File: config.mk
export PLATFORM = sky130hd
export DESIGN_NAME = hsmac_unit
export DESIGN_NICKNAME = d
export VERILOG_FILES = /design/src/rtl/hsmac_pkg.sv /design/src/rtl/hsmac_pick.sv /design/src/rtl/hsmac_mul.sv /design/src/rtl/hsmac_acc.sv /design/src/rtl/hsmac_unit.sv
export SDC_FILE = /design/constraint.sdc
export NUM_CORES = 2
export LEC_CHECK = 0
export BUFFER_PORTS_ARGS = -buffer_cell sky130_fd_sc_hd__clkbuf_2
export CORE_ASPECT_RATIO = 0.75
export CORE_MARGIN = 1.5
export CORE_UTILIZATION = 40
export CTS_BUF_LIST = sky130_fd_sc_hd__clkbuf_8
export CTS_CLUSTER_DIAMETER = 80
export CTS_CLUSTER_SIZE = 12
export DETAILED_ROUTE_END_ITERATION = 12
export HOLD_SLACK_MARGIN = 0.15
export SLEW_MARGIN = 5
export SYNTH_ARGS = -nofsm -noshare
export SYNTH_HDL_FRONTEND = slang
export SYNTH_SLANG_ARGS = --single-unit
File: constraint.sdc
create_clock -name clk -period 14.9 [get_ports clk]
set_input_delay 0.745 -clock clk [delete_from_list [all_inputs] [get_ports clk]]
set_output_delay 0.745 -clock clk [all_outputs]
set_load 0.02 [all_outputs]
File: src/rtl/hsmac_pkg.sv
package hsmac_pkg;
    localparam int unsigned ACC_W  = 64;
    localparam int unsigned WORD_W = 32;
    localparam int unsigned HALF_W = WORD_W / 2;
    localparam int unsigned NWORD  = ACC_W / WORD_W;
    localparam int unsigned PROD_H = 2 * HALF_W;

    typedef enum logic {
        MODE_HALF = 1'b0,
        MODE_WORD = 1'b1
    } mac_mode_e;

    typedef struct packed {
        mac_mode_e mode;
        logic      a_top;
        logic      b_top;
        logic      neg;
    } mac_ctl_t;

    function automatic logic [ACC_W-1:0] widen_word(input logic [WORD_W-1:0] w);
        return {{(ACC_W-WORD_W){w[WORD_W-1]}}, w};
    endfunction

    function automatic logic [PROD_H-1:0] widen_half(input logic [HALF_W-1:0] h);
        return {{(PROD_H-HALF_W){h[HALF_W-1]}}, h};
    endfunction

    function automatic logic [ACC_W-1:0] widen_prod(input logic [PROD_H-1:0] p);
        return {{(ACC_W-PROD_H){p[PROD_H-1]}}, p};
    endfunction
endpackage

File: src/rtl/hsmac_pick.sv
module hsmac_pick
    import hsmac_pkg::*;
(
    input  logic [ACC_W-1:0]  src,
    input  logic              top,
    output logic [HALF_W-1:0] half_o [NWORD],
    output logic [WORD_W-1:0] word_o
);
    localparam int unsigned IDX_W = (NWORD > 1) ? $clog2(NWORD) : 1;

    for (genvar k = 0; k < NWORD; k++) begin : g_lane
        always_comb begin
            if (top)
                half_o[k] = src[k*WORD_W + HALF_W +: HALF_W];
            else
                half_o[k] = src[k*WORD_W +: HALF_W];
        end
    end

    logic [IDX_W-1:0] widx;
    assign widx = IDX_W'(top);

    always_comb begin
        word_o = '0;
        for (int k = 0; k < NWORD; k++) begin
            if (widx == IDX_W'(k))
                word_o = src[k*WORD_W +: WORD_W];
        end
    end
endmodule

File: src/rtl/hsmac_mul.sv
module hsmac_mul
    import hsmac_pkg::*;
(
    input  mac_mode_e         mode,
    input  logic [HALF_W-1:0] a_half [NWORD],
    input  logic [HALF_W-1:0] b_half [NWORD],
    input  logic [WORD_W-1:0] a_word,
    input  logic [WORD_W-1:0] b_word,
    output logic [ACC_W-1:0]  delta
);
    logic [PROD_H-1:0] hprod [NWORD];
    logic [ACC_W-1:0]  hsum;
    logic [ACC_W-1:0]  wprod;

    for (genvar k = 0; k < NWORD; k++) begin : g_hmul
        assign hprod[k] = widen_half(a_half[k]) * widen_half(b_half[k]);
    end

    always_comb begin
        hsum = '0;
        for (int k = 0; k < NWORD; k++)
            hsum = hsum + widen_prod(hprod[k]);
    end

    assign wprod = widen_word(a_word) * widen_word(b_word);

    always_comb begin
        unique case (mode)
            MODE_WORD: delta = wprod;
            default:   delta = hsum;
        endcase
    end
endmodule

File: src/rtl/hsmac_acc.sv
module hsmac_acc
    import hsmac_pkg::*;
(
    input  logic             clk,
    input  logic             rst,
    input  logic             clr,
    input  logic             vld,
    input  logic             neg,
    input  logic [ACC_W-1:0] delta,
    output logic [ACC_W-1:0] acc,
    output logic             vld_q
);
    logic [ACC_W-1:0] base;
    logic [ACC_W-1:0] nxt;

    assign base = clr ? '0 : acc;
    assign nxt  = neg ? (base - delta) : (base + delta);

    always_ff @(posedge clk) begin
        if (rst) begin
            acc   <= '0;
            vld_q <= 1'b0;
        end else begin
            vld_q <= vld;
            if (vld)
                acc <= nxt;
            else if (clr)
                acc <= '0;
        end
    end
endmodule

File: src/rtl/hsmac_unit.sv
module hsmac_unit
    import hsmac_pkg::*;
(
    input  logic              clk,
    input  logic              rst,
    input  logic              clr,
    input  logic              valid_in,
    input  logic              word_mode,
    input  logic              a_top,
    input  logic              b_top,
    input  logic              negate,
    input  logic [ACC_W-1:0]  src_a,
    input  logic [ACC_W-1:0]  src_b,
    output logic [ACC_W-1:0]  acc_out,
    output logic              valid_out
);
    mac_ctl_t          ctl;
    logic [HALF_W-1:0] a_half [NWORD];
    logic [HALF_W-1:0] b_half [NWORD];
    logic [WORD_W-1:0] a_word;
    logic [WORD_W-1:0] b_word;
    logic [ACC_W-1:0]  delta;

    assign ctl.mode  = word_mode ? MODE_WORD : MODE_HALF;
    assign ctl.a_top = a_top;
    assign ctl.b_top = b_top;
    assign ctl.neg   = negate;

    hsmac_pick u_pick_a (
        .src    (src_a),
        .top    (ctl.a_top),
        .half_o (a_half),
        .word_o (a_word)
    );

    hsmac_pick u_pick_b (
        .src    (src_b),
        .top    (ctl.b_top),
        .half_o (b_half),
        .word_o (b_word)
    );

    hsmac_mul u_mul (
        .mode   (ctl.mode),
        .a_half (a_half),
        .b_half (b_half),
        .a_word (a_word),
        .b_word (b_word),
        .delta  (delta)
    );

    hsmac_acc u_acc (
        .clk   (clk),
        .rst   (rst),
        .clr   (clr),
        .vld   (valid_in),
        .neg   (ctl.neg),
        .delta (delta),
        .acc   (acc_out),
        .vld_q (valid_out)
    );
endmodule

======== After elaboration in Yosys (flattened, before gate mapping) ========
Cells that the tools add are included.
word-level totals
  register bits ........................... 65
  bits of input ports ..................... 136
  output and inout bits ................... 65
  logic and storage cells ................. 19
operators by class
  add/sub/neg operators ................... 3
  multipliers ............................. 3
  mux-type cells .......................... 11
operators with widths
  operator        count
  $mux 64         4
  $add 64x64->64  1
  $mul 16x16->32  2
  $mul 32x32->64  1
  $mux 16         4
  $mux 32         2
  $sub 64x64->64  1
  $add 32x32->33  1
  $mux 1          1

======== Depth between registers and ports, before layout ========
  word-level depth ........................ 7
  gate-level depth with buffers ........... 52
  depth with buffers taken out ............ 49

======== Cells and area by module ========
From an unflattened synthesis, not the netlist that was laid out.
second synthesis, totals
  cell total of the unflattened synthesis .. 7341
  area, all modules ....................... 66603.9 µm²
by module, submodules not included
  module      instances  cells each  area each (µm²)  seq. area each (µm²)
  hsmac_mul   1          6148        56714.4          0.0
  hsmac_acc   1          1051        7734.9           1301.2
  hsmac_pick  2          71          1077.3           0.0

======== Worst setup path before layout ========
OpenSTA, ideal clock, no wires.
  path kind ............................... input -> register
  start ................................... input port a_top
  end ..................................... register u_acc.acc[63]
  setup time .............................. 0.123 ns
  arrival ................................. 12.869 ns
  required time ........................... 14.777 ns
  path slack .............................. 1.908 ns
  cell stages on the path ................. 48
  buffers on the path ..................... 4
  cells stage by stage .................... clkbuf_1 -> buf_1 -> clkbuf_1 -> buf_1 -> o21a_1 -> nor2_1 -> fa_1 -> inv_1 -> fa_1 -> inv_1 -> fa_1 -> fa_1 -> fa_1 -> fa_1 -> fa_1 -> inv_1 -> fa_1 -> inv_1 -> [12 not listed] -> nor3b_1 -> mux2i_1 -> o21a_1 -> ha_1 -> and3_1 -> nand2_1 -> nor2_1 -> and3_1 -> a21oi_1 -> and3_1 -> a31oi_1 -> a2111oi_0 -> o31ai_1 -> nand4_1 -> o2bb2ai_1 -> nor2_1 -> mux2_4 -> mux2_1
on the way
  word-level cells in the longest chain between the ends .. 7
  elaborated cells between the ends (all ways) .. 12
  those cells by class .................... add/sub (3); mul (3); mux (6)
RTL lines
  item                                                     RTL line          source
  start, declared                                          hsmac_unit.sv:9   input logic a_top,
  $mux 16                                                  hsmac_pick.sv:13  if (top)
  $mul 16x16->32                                           hsmac_mul.sv:16   assign hprod[k] = widen_half(a_half[k]) * widen_half(b_half[k]);
  $add 32x32->33                                           hsmac_mul.sv:22   hsum = hsum + widen_prod(hprod[k]);
  $mux 64 *                                                hsmac_mul.sv:28   unique case (mode)
  $add 64x64->64 / $sub 64x64->64 (equally long branches)  hsmac_acc.sv:17   assign nxt = neg ? (base - delta) : (base + delta);
  $mux 64 *                                                hsmac_acc.sv:17
  $mux 64 *                                                hsmac_acc.sv:25   if (vld)
  end signal, assigned                                     hsmac_acc.sv:26   acc <= nxt;
  end, declared                                            hsmac_acc.sv:10   output logic [ACC_W-1:0] acc,
Every way passes the cells marked *; elsewhere a longest branch is shown, timed or not.
A chain may end at the register's enable or synchronous reset.

======== Final worst setup path ========
Same ends and word-level chain as after synthesis.

==> metrics.md <==
| Metric | Value |
|---|---|
| Root Buffer | `clkbuf_8` |
| Critical path's top delay family | `adder cells` |
| Worst Setup End Kind | `flop` |
| Yosys warns | `0` |
| Post-DP HPWL | `213,000 um` |
| Final Skew | `about 0.019 ns` |
| Total Routing Usage GR | `about 30%` |
| Starting Density | `roughly 40%` |
| Clock buffer count from CTS | `9` |
| Worst-Margin Slew | `1.26 ns` |
| Slew HR | `approximately 16%` |
| DR WL/cell | `between 20 and 25 um` |
| Final setup fails | `0` |
| Setup Crit Path Kind | `in -> reg` |
| Synth Area in Compound Gates | `8.22%` |
| Row count | `128` |
| Outcome | `completed` |
| Min-delay worst type | `reg -> reg` |
| Setup TNS | `0 ns` |
| Die X | `470 um` |
| Synth Register Bits | `65` |
| Adder-Cell Fraction of Synth Area | `around three fifths` |
| Post-Synth Simple-Gate Area | `between 15 and 20%` |
| GRT overflow | `0` |
| Slew Viols, Final | `0` |
| Max-Cap Viols | `0` |
| Multi-input logic area | `approximately 0.057 mm^2` |
| Commonest cells in the netlist | `inv_1 (1,679), fa_1 (1,667), nand2_1 (1,144)` |
| Vias in the first global route | `approximately 57,000` |
| Most frequent cell after synthesis | `inv_1` |
| Area leader, netlist | `fa_1` |
| Clock slew at reported path FFs | `0.08 ns` |
| Count of cell types in the netlist | `107` |
| Register area share after synthesis | `1.99%` |
| CP max-delay cell | `o21ai_1` |
| Post-Route WL | `243,000 um` |
| ANT nets after route | `0` |
| Synthesized netlist net count | `around 9,900` |
| DR iter-0 viols | `approximately 5,300` |
| Arrival @ worst endpoint | `between 10 and 15 ns` |
| Tmin final | `14.07 ns` |
| P&R area growth vs syn | `6.72%` |
| First-pass GRT wire length | `about 370,000 um` |
| Share of the synthesized area in the top cell type | `a little over 50%` |
| Core area | `~0.16 mm^2` |
| Final Hold Vio Count | `0` |
| Layout cells sized above 1 | `under 10%` |
| CTS sink cnt | `65` |
| DR vias/cell | `~5.4` |
| Fmax | `~71 MHz` |
| Post-synth EDFFs | `0` |
| CTS resizes | `0` |
| Largest net degree at the start of global routing | `84` |
| Period utilisation layout | `between 90% and 100%` |
| Mux cell area share after synthesis | `between 1 and 1.5%` |
| Combinational family with the most area after synthesis | `adder cells` |
| Largest cells by area after synthesis | `fa_1 (51%), inv_1 (9.6%), ha_1 (7.6%)` |
| Post-synth ARST share | `0%` |
| Die Span Y | `353 um` |
| Worst Path Required | `between 15 and 20 ns` |
| Syn avg cell area | `between 8 and 9 um^2` |
| RSZ-0062 raised after global routing | `no` |
| DR pass1 iterations | `6` |
| Gate Count Post-Synth | `between 7,000 and 8,000` |
| FF+latch area | `~0.0013 mm^2` |
| Die area | `between 0.15 and 0.2 mm^2` |
| Skew-Pair Late Insertion Delay | `0.37 ns` |
| Residual DRC count | `0` |
| IO Pins | `between 200 and 250` |
| Fin nets | `around 10,000` |
| Clk buf depth | `2` |
| CTS H-Tree Depth | `3` |
| CTS tree | `built` |
| RePlAce Congestion | `approximately 1.1` |
| Worst path max stage delay | `0.69 ns` |
| Top_reg_cell synth | `dfxtp_1` |
| Synthesized area | `approximately 0.065 mm^2` |
| Buf+Inv Stages, Crit Path | `10` |
| PortBufs | `200` |
| Xor/xnor share of the synthesized area | `between 2 and 3%` |
| Via Count | `around 54,000` |
| Crit start category | `input port` |
| # fillers | `roughly 16,000` |
| Post-CTS Setup Repair Bufs | `0` |
| Hold Buf Count CTS | `0` |
| Initial antenna violation count | `7` |
| Worst-path fanout max | `65` |
==> layer usage <==
metal	track usage (%)	part of all wire, %	wire length [um]
met5	0	0.016	40
met4	10.1	4.2	10300
met3	7.85	11	27900
met2	44.4	42	102000
met1	42.4	42	103000
==> worst register-to-register path: stages, from the launching register on <==
cell and delay [ns]:
dfxtp_1 0.32, nand2_1 0.11, ha_1 0.19, inv_1 0.07
fa_1 0.46, a21o_1 0.20, a21o_1 0.22, a2111oi_0 0.45
o21bai_1 0.18, a21oi_1 0.50, o21a_1 0.28, o21ai_0 0.20
nand3_1 0.18, o21ai_0 0.18, a311oi_1 0.33, buf_4 0.18
o221ai_1 0.19, or3_1 0.36, a31oi_1 0.17, nor2_1 0.05
==> stage by stage <==
stage,area (um^2),utilization [%],std cells,hold WS [ns],setup WS [ns]
global route,69800,43.0,9906,0.658,0.0778
floorplan,65500,-,7662,0.655,1.91
detailed placement,69600,42.9,9891,0.602,0.702
CTS,69800,43.0,9906,0.621,1.10
global placement,69600,42.9,9891,0.614,0.785
finish,69800,43.0,9908,0.612,0.829
==> flip-flops by register name, summed over array words and instances (netlist names) <==
register     cells
u_acc.acc       64
u_acc.vld_q      1
==> area by class of cell <==
cell class | instances | area share, %
flip-flops and latches | 65 | 1.86
diodes | 2 | 0.00717
clock inverters | 6 | 0.120
multi-input cells | 5586 | 81.2
inverters | 1682 | 9.04
well taps | 2145 | 3.84
repair buffers | 413 | 3.77
clock buffers | 9 | 0.177
==> placed cells by master, fill, tap and decap left out, types with 9 or more instances in the layout <==
cell       count
dfxtp_1       65
nand2_1     1144
nand3_1       31
a2111oi_0      9
o21bai_1      31
nor2_1       852
and3_1        25
o21ai_0       95
nor3_1        46
o21ai_4       14
a31oi_1       36
o21a_1        92
or2_2         17
clkbuf_2     196
fa_1        1667
nand4_1       32
o211ai_1      16
o21ai_1       43
ha_1         397
xnor2_1      121
inv_1       1679
nand2b_1      63
xor2_1        69
a21oi_2       20
clkbuf_8       9
nor2b_1      110
a211oi_1      24
nor3b_1       12
a21o_1        70
o31ai_1        9
buf_4        213
a21oi_1      244
and2_1        24
mux2i_1       73
or3_1         17
==> logic make-up (layout without fill, tap and decap cells) <==
group,after synthesis,in the layout
simple gates,2427,2427
fa+ha+maj,2064,2064
buf+inv,2011,2110
compound gates,825,825
xor+xnor,191,191
mux,79,79
flops,65,65
other cells,0,2
==> worst paths after layout <==
kind	startpoint	endpoint	slack, ns	cells after the start
max	a_top	u_acc.acc[63]	0.83	51
min	u_acc.acc[63]	u_acc.acc[63]	0.61	2
max reg2reg	u_acc.acc[0]	u_acc.acc[48]	9.97	19
min reg2reg	u_acc.acc[63]	u_acc.acc[63]	0.61	2
Power is left out: the tool's default activity adds up to more than one toggle a clock period on the data nets, which glitch-free logic cannot reach.
